**src/rtl/bfx_pkg.sv**
```systemverilog
`timescale 1ns/1ps
package bfx_pkg;
  localparam int ILEN    = 32;
  localparam int WCODE_W = 3;
  localparam int SHAMT_W = 5;
  localparam int REG_W   = 5;
  localparam int FIELD_MAX = 1 << WCODE_W;

  localparam logic [6:0] OPC_CUSTOM0 = 7'h0B;
  localparam logic [2:0] F3_REGFORM  = 3'd0;
  localparam logic [2:0] F3_IMMFORM  = 3'd4;

  typedef enum logic [1:0] {
    FORM_NONE = 2'd0,
    FORM_REG  = 2'd1,
    FORM_IMM  = 2'd2
  } form_e;

  typedef struct packed {
    form_e                form;
    logic                 legal;
    logic [WCODE_W-1:0]   wcode;
    logic [SHAMT_W-1:0]   shamt;
    logic [REG_W-1:0]     rd;
  } dec_t;
endpackage

```
**src/rtl/bfx_decode.sv**
```systemverilog
`timescale 1ns/1ps
module bfx_decode
  import bfx_pkg::*;
(
  input  logic [ILEN-1:0] instr,
  output dec_t            dec
);
  logic opc_hit;
  logic f3_reg;
  logic f3_imm;
  logic rsv_reg;
  logic rsv_imm;
  logic unused_rs1_idx;

  assign unused_rs1_idx = ^instr[19:15];

  always_comb begin
    opc_hit = (instr[6:0] == OPC_CUSTOM0);
    f3_reg  = (instr[14:12] == F3_REGFORM);
    f3_imm  = (instr[14:12] == F3_IMMFORM);
    // funct7 upper three bits and its lowest bit are reserved
    rsv_reg = (|instr[31:29]) | instr[25];
    // immediate bits [11:9] and bit 5 are reserved
    rsv_imm = (|instr[31:29]) | instr[25];

    if (opc_hit && f3_reg)      dec.form = FORM_REG;
    else if (opc_hit && f3_imm) dec.form = FORM_IMM;
    else                        dec.form = FORM_NONE;

    dec.legal = ((dec.form == FORM_REG) && !rsv_reg) ||
                ((dec.form == FORM_IMM) && !rsv_imm);
    dec.wcode = instr[28:26];
    dec.shamt = instr[24:20];
    dec.rd    = instr[11:7];
  end
endmodule

```
**src/rtl/bfx_extract.sv**
```systemverilog
`timescale 1ns/1ps
module bfx_extract #(
  parameter int XLEN = 32,
  parameter int SH_W = 5,
  parameter int WC_W = 3
) (
  input  logic [XLEN-1:0] src,
  input  logic [SH_W-1:0] sh,
  input  logic [WC_W-1:0] wcode,
  output logic [XLEN-1:0] field
);
  localparam int FMAX = 1 << WC_W;

  logic [XLEN-1:0] stage [SH_W+1];
  logic [XLEN-1:0] mask;

  assign stage[0] = src;

  // logarithmic shifter: one stage per shift-amount bit
  for (genvar k = 0; k < SH_W; k++) begin : g_shift
    assign stage[k+1] = sh[k] ? (stage[k] >> (1 << k)) : stage[k];
  end

  // thermometer mask: bit i set when i <= wcode
  for (genvar i = 0; i < XLEN; i++) begin : g_mask
    if (i < FMAX) begin : g_live
      assign mask[i] = (WC_W'(i) <= wcode);
    end else begin : g_dead
      assign mask[i] = 1'b0;
    end
  end

  assign field = stage[SH_W] & mask;
endmodule

```
**src/rtl/bfx_unit.sv**
```systemverilog
`timescale 1ns/1ps
module bfx_unit
  import bfx_pkg::*;
#(
  parameter int XLEN = 32
) (
  input  logic             clk,
  input  logic             rst,
  input  logic             issue,
  input  logic [ILEN-1:0]  instr,
  input  logic [XLEN-1:0]  rs1_val,
  input  logic [XLEN-1:0]  rs2_val,
  output logic             match,
  output logic             illegal,
  output logic             wr_en,
  output logic [REG_W-1:0] rd_idx,
  output logic [XLEN-1:0]  rd_data
);
  dec_t               dec;
  logic [SHAMT_W-1:0] shift_sel;
  logic [XLEN-1:0]    field;
  logic               accept;
  logic               reject;
  logic               unused_rs2_hi;

  assign unused_rs2_hi = ^rs2_val[XLEN-1:SHAMT_W];

  bfx_decode u_dec (
    .instr (instr),
    .dec   (dec)
  );

  assign shift_sel = (dec.form == FORM_REG) ? rs2_val[SHAMT_W-1:0] : dec.shamt;

  bfx_extract #(
    .XLEN (XLEN),
    .SH_W (SHAMT_W),
    .WC_W (WCODE_W)
  ) u_ext (
    .src   (rs1_val),
    .sh    (shift_sel),
    .wcode (dec.wcode),
    .field (field)
  );

  assign accept = issue && dec.legal;
  assign reject = issue && (dec.form != FORM_NONE) && !dec.legal;

  always_ff @(posedge clk) begin
    if (rst) begin
      match   <= 1'b0;
      illegal <= 1'b0;
      wr_en   <= 1'b0;
      rd_idx  <= '0;
      rd_data <= '0;
    end else begin
      match   <= accept;
      illegal <= reject;
      wr_en   <= accept && (dec.rd != '0);
      rd_idx  <= accept ? dec.rd : '0;
      rd_data <= accept ? field  : '0;
    end
  end

  p_flags_excl_r6: assert property (@(posedge clk) disable iff (rst)
    illegal |-> (!match && !wr_en && rd_data == '0));

  p_we_nonzero_r7: assert property (@(posedge clk) disable iff (rst)
    wr_en |-> (match && rd_idx != '0));

  p_high_zero_r4: assert property (@(posedge clk) disable iff (rst)
    rd_data[XLEN-1:FIELD_MAX] == '0);

  p_idle_quiet_r9: assert property (@(posedge clk) disable iff (rst)
    !issue |=> (!match && !illegal && !wr_en));

  p_latency_r3: assert property (@(posedge clk) disable iff (rst)
    (issue && dec.legal) |=> match);
endmodule

```
**config.mk**
```make
export PLATFORM = sky130hd
export DESIGN_NAME = bfx_unit
export DESIGN_NICKNAME = d
export VERILOG_FILES = /design/src/rtl/bfx_pkg.sv /design/src/rtl/bfx_decode.sv /design/src/rtl/bfx_extract.sv /design/src/rtl/bfx_unit.sv
export SDC_FILE = /design/constraint.sdc
export NUM_CORES = 1
export LEC_CHECK = 0
export BUFFER_PORTS_ARGS = -buffer_cell sky130_fd_sc_hd__buf_2
export CORE_MARGIN = 5
export CORE_UTILIZATION = 38
export DETAILED_ROUTE_END_ITERATION = 8
export PLACE_DENSITY = 0.74
export SKIP_CTS_REPAIR_TIMING = 1
export SLEW_MARGIN = 0
export SYNTH_ARGS = -nofsm -noshare
export SYNTH_HDL_FRONTEND = slang
export SYNTH_SLANG_ARGS = --single-unit
export TNS_END_PERCENT = 50
```
**constraint.sdc**
```tcl
create_clock -name clk -period 3.5 [get_ports clk]
set_clock_uncertainty 0.05 [all_clocks]
set_input_delay 0.7 -clock clk [delete_from_list [all_inputs] [get_ports clk]]
set_output_delay 0.7 -clock clk [all_outputs]
set_load 0.005 [all_outputs]
```
After elaboration in Yosys (flattened, before gate mapping)
Cells that the tools add are included.
{"block": "totals", "reg_bits": 40, "input_bits": 99, "out_inout_bits": 40, "elab_cells": 44}
{"block": "op_classes", "n_lt_le_gt_ge": 8, "eq_ne": 4, "mux": 8, "bitwise_logic": 3, "n_reduce_logical": 16}
{"cell": "32-bit two-way mux", "n": 5}
{"cell": "32-bit by 8-bit AND with 32-bit output", "n": 1}
{"cell": "3-bit less-or-equal comparator (first input constant)", "n": 4}
{"cell": "1-bit logical AND", "n": 8}
{"cell": "7-bit by 4-bit == test with 1-bit output (second input constant)", "n": 1}
{"cell": "1-bit by 3-bit less-or-equal comparator with 1-bit output (first input constant)", "n": 2}
{"cell": "2-bit by 3-bit less-or-equal comparator with 1-bit output (first input constant)", "n": 2}
{"cell": "5-bit two-way mux", "n": 1}
{"cell": "5-bit nonzero test", "n": 1}
{"cell": "2-bit two-way mux", "n": 2}
{"cell": "3-bit == test (second input constant)", "n": 1}
{"cell": "3-bit logical NOT", "n": 1}
{"cell": "3-bit OR reduction", "n": 1}
{"cell": "2-bit by 1-bit == test with 1-bit output (second input constant)", "n": 1}
{"cell": "2-bit == test (second input constant)", "n": 1}
{"cell": "1-bit logical NOT", "n": 2}
{"cell": "2-bit nonzero test", "n": 1}
{"cell": "2-bit OR reduction", "n": 1}
{"cell": "1-bit logical OR", "n": 1}
{"cell": "1-bit NOT", "n": 1}
{"cell": "1-bit bitwise OR", "n": 1}

Longest topological paths before layout
{"block": "depth", "ltp_word": 12, "ltp_mapped": 11}

Modules after synthesis
Synthesis repeated with hierarchy kept, for this count alone.
{"block": "hier_totals", "hier_cells": 335, "hier_area_um2": 3153.0}
{"mod": "bfx_extract", "instances": 1, "cells_each": 222, "area_each_um2": 1838.0, "seq_area_each_um2": 0.0}
{"mod": "bfx_unit", "instances": 1, "cells_each": 92, "area_each_um2": 1153.6, "seq_area_each_um2": 800.8}
{"mod": "bfx_decode", "instances": 1, "cells_each": 21, "area_each_um2": 161.4, "seq_area_each_um2": 0.0}

Least setup slack after synthesis
No wires, ideal clock.
{"block": "synth_path", "path_type": "in2reg", "from": "input port instr[12]", "to": "register rd_data[6]", "arrival_time_ns": 2.844, "slack_ns": 0.479, "stages": 11, "cell_sequence": "nor4bb_1 > and4bb_1 > buf_6 > mux2_4 > buf_8 > buf_12 > mux2i_1 > mux2i_1 > mux2_2 > a211oi_1 > nor4_2"}
{"block": "synth_via", "elab_chain_len": 12, "elab_cells_between_ends": 21}
{"item": "start, declared", "line": "bfx_unit.sv:10", "text": "input logic [ILEN-1:0] instr,"}
{"item": "3-bit == test", "line": "bfx_decode.sv:20", "text": "f3_imm = (instr[14:12] == F3_IMMFORM);"}
{"item": "1-bit logical AND", "line": "bfx_decode.sv:27", "text": "else if (opc_hit && f3_imm) dec.form = FORM_IMM;"}
{"item": "2-bit two-way mux", "line": "bfx_decode.sv:27"}
{"item": "2-bit two-way mux *", "line": "bfx_decode.sv:26", "text": "if (opc_hit && f3_reg) dec.form = FORM_REG;"}
{"item": "2-bit by 1-bit == test with 1-bit output", "line": "bfx_decode.sv:30, bfx_unit.sv:33"}
{"item": "5-bit two-way mux", "line": "bfx_unit.sv:33", "text": "assign shift_sel = (dec.form == FORM_REG) ? rs2_val[SHAMT_W-1:0] : dec.shamt;"}
{"item": "32-bit two-way mux (5 in a row)", "line": "bfx_extract.sv:21", "text": "assign stage[k+1] = sh[k] ? (stage[k] >> (1 << k)) : stage[k];"}
{"item": "32-bit by 8-bit AND with 32-bit output", "line": "bfx_extract.sv:33", "text": "assign field = stage[SH_W] & mask;"}
{"item": "end signal, assigned", "line": "bfx_unit.sv:61", "text": "rd_data <= accept ? field : '0;"}
{"item": "end, declared", "line": "bfx_unit.sv:17", "text": "output logic [XLEN-1:0] rd_data"}
Mark *: on every way between the ends. The rest lies on a longest branch, timed or not.
A chain may end at the register's enable or synchronous reset.

Final worst setup path
Same ends and word-level chain as after synthesis.

==> metrics.yaml <==
routing:
  wl_per_cell_um: 15.9
  drc: 0
  ant_nets: 0
  drtIter0Drc: 209
  finalWirelength_um: 6640
  vias_per_cell: 5.52
  num_vias: 2303
  dr.pass1.iters: 4
pwr:
  power.total_mw: 0.558
  power_leakage_nw: 1.24
  ir_drop_v: 0.000143
  p_per_area_nw_per_um2: 219
global_routing:
  grt_pass1_wl_um: 10700
  track_usage: 0.182
  grt_pass1_vias: 2299
  grt_start_max_net_pins: 21
  antenna_found_initial: 0
  gr-total-overflow: 0
logic_synthesis:
  synth_top_area_frac: 0.221
  synthArstFlopShare: 0
  ys_warn_count: 0
  syn_avg_cell_area_um2: 8.05
  synth_area_leaders: "mux2i_1 22%, dfxtp_1 15%, buf_4 8.6%, nand2_1 6.8%, mux2_2 4.9%"
  syn_area_um2: 2080
  yosysTopAreaCell: "mux2i_1"
  ys_types: 55
  yosysSeqAreaShare: 0.154
  synth_cells: 259
  synth_edf_count: 0
  ys_ff_latch: 16
  synth-main-ff-cell: "dfxtp_1"
setup_path:
  critical_path.top_delay_family: "multiplexers"
  cp_max_fo: 19
  path_class: "primary input to register"
  worstPathArrival_ps: 3220
  path_depth: 9
  crit_buf_inv: 1
  critPathMaxStageDelay_ps: 470
  cp.required_ps: 3580
  critPathLaunchType: "primary input"
  crit_slowest_cell: "mux2_4"
  cpMostUsedCell: "mux2i_1"
  crit_path_end_kind: "register"
  path_cells: "buf_2, nor4bb_1, and4bb_1, mux2_4, mux2i_1, mux2i_1, mux2_2, a211oi_1, nor4_2"
hold_path:
  hp-class: "primary input to register"
  holdPathStages: 2
floorplan:
  initial_utilization: 0.386
  dieArea_um2: 7070
  die_x_um: 84.1
  coreArea_um2: 5410
  pin_count: 139
  num_rows: 27
  die_h_um: 84.1
final_layout:
  nets: 446
  drive_gt1_frac: 0.339
  area_growth_pct: 22.4
  diodes: 0
placed_design:
  io_buffers: 82
  pre_cts_ws_ps: 63.6
  dp_hpwl_um: 5380
  place_congestion: 0.911
timing:
  worst_slew_pin_slew_ps: 797
  fin_crit_ps: 3140
  drv_slew: 0
  slew_headroom: 0.466
  rsz0062_at_grt: "no"
  layout_setup_ws_ps: 357
  hold_viol_final: 0
  setup_violations: 0
  period_share: 0.898
  fmax_ghz: 0.318
  setup_tns_ps: 0
clock_network:
  clk_pin_slew_worst_paths_ps: 60
  cts_tree: "built"
  h-tree-depth: 1
  cts.sinks: 16
  cts_buffers: 3
  cts_root_buf: "clkbuf_8"
  clk_path_buf_depth: 2
run_status:
  outcome: "complete, no violations"
run:
  maxCapViolCount: 0
sequential cells by signal, summed over array words and instances (netlist names):
name	cells
match	1
rd_data	8
rd_idx	5
wr_en	1
illegal	1
final timing paths:
kind | start | endpoint | slack, ps
max | instr[12] | rd_data[6] | 360
min | instr[10] | rd_idx[3] | 610
metal layers:
layer  part of all wire  vias up  track usage
met5                  0        -            0
met4              0.018        0       0.0687
met3              0.097       14       0.0365
met2               0.51      123        0.320
met1               0.37     1062        0.216
li1                   -     1104            -
cells in the final DEF, fill, tap and decap left out, types with 2 or more instances in the layout:
master,count
clkbuf_8,3
o21ai_0,7
nor2_1,7
a221oi_1,3
a32oi_1,2
buf_4,17
a22oi_1,3
nand4_1,5
a31oi_1,4
o211ai_1,2
buf_2,82
nand2_1,38
o2111ai_1,4
dfxtp_1,16
o31a_1,2
mux2i_1,45
and4_1,2
nand2b_1,2
or4_1,2
conb_1,24
a21oi_1,13
mux2_2,9
inv_1,2
nor2b_1,2
and2_1,5
nand3_1,4
nor3_1,6
mux2_1,2
and3_1,3
a311oi_1,2
a211oi_1,3
o22ai_1,3
cell usage after synthesis (2+ instances only):
cell / instances
nor2b_1: 2
nor2_1: 7
nand4_1: 5
o2111ai_1: 4
mux2_2: 9
o31a_1: 2
nand2_1: 38
or4_1: 2
o21ai_0: 7
and4_1: 2
a311oi_1: 2
clkbuf_1: 5
a221oi_1: 3
a31oi_1: 4
o22ai_1: 3
a32oi_1: 2
inv_1: 2
and3_1: 3
a211oi_1: 3
nand2b_1: 2
buf_6: 3
dfxtp_1: 16
nand3_1: 4
and2_1: 5
mux2_1: 2
a22oi_1: 3
a21oi_1: 13
nor3_1: 6
buf_4: 24
o211ai_1: 2
buf_2: 5
mux2i_1: 46
through the flow:
stage	std cells	hold slack (ps)	utilization	area [um2]
floorplan	282	772	-	2170
global placement	414	863	0.464	2510
detailed placement	414	865	0.464	2510
CTS	417	605	0.472	2550
global route	417	602	0.472	2550
finish	417	608	0.472	2550
kinds of logic (layout without fill, tap and decap cells):
family,after synthesis,after routing,synth area share
and+or+nand+nor,83,83,0.207
AOI/OAI and AO/OA,60,60,0.206
muxes,58,58,0.288
buffers and inverters,41,104,0.144
DFF,16,16,0.154
other,1,24,0.00180
layout make-up:
class | instances | area [um2]
flip-flops and latches | 16 | 320
multi-input cells | 225 | 1550
clock buffers | 3 | 41.3
well taps | 72 | 90.1
repair buffers | 99 | 538
fillers | 560 | 2850
inverters | 2 | 7.51
power breakdown:
part	leakage, nW	switching (mW)	internal (mW)	total (mW)
logic	1.09	0.136	0.106	0.242
clock network	0.0216	0.0581	0.0763	0.134
registers	0.129	0.00000184	0.182	0.182
total	1.24	0.194	0.365	0.558
(Power assumes the default switching activity.)
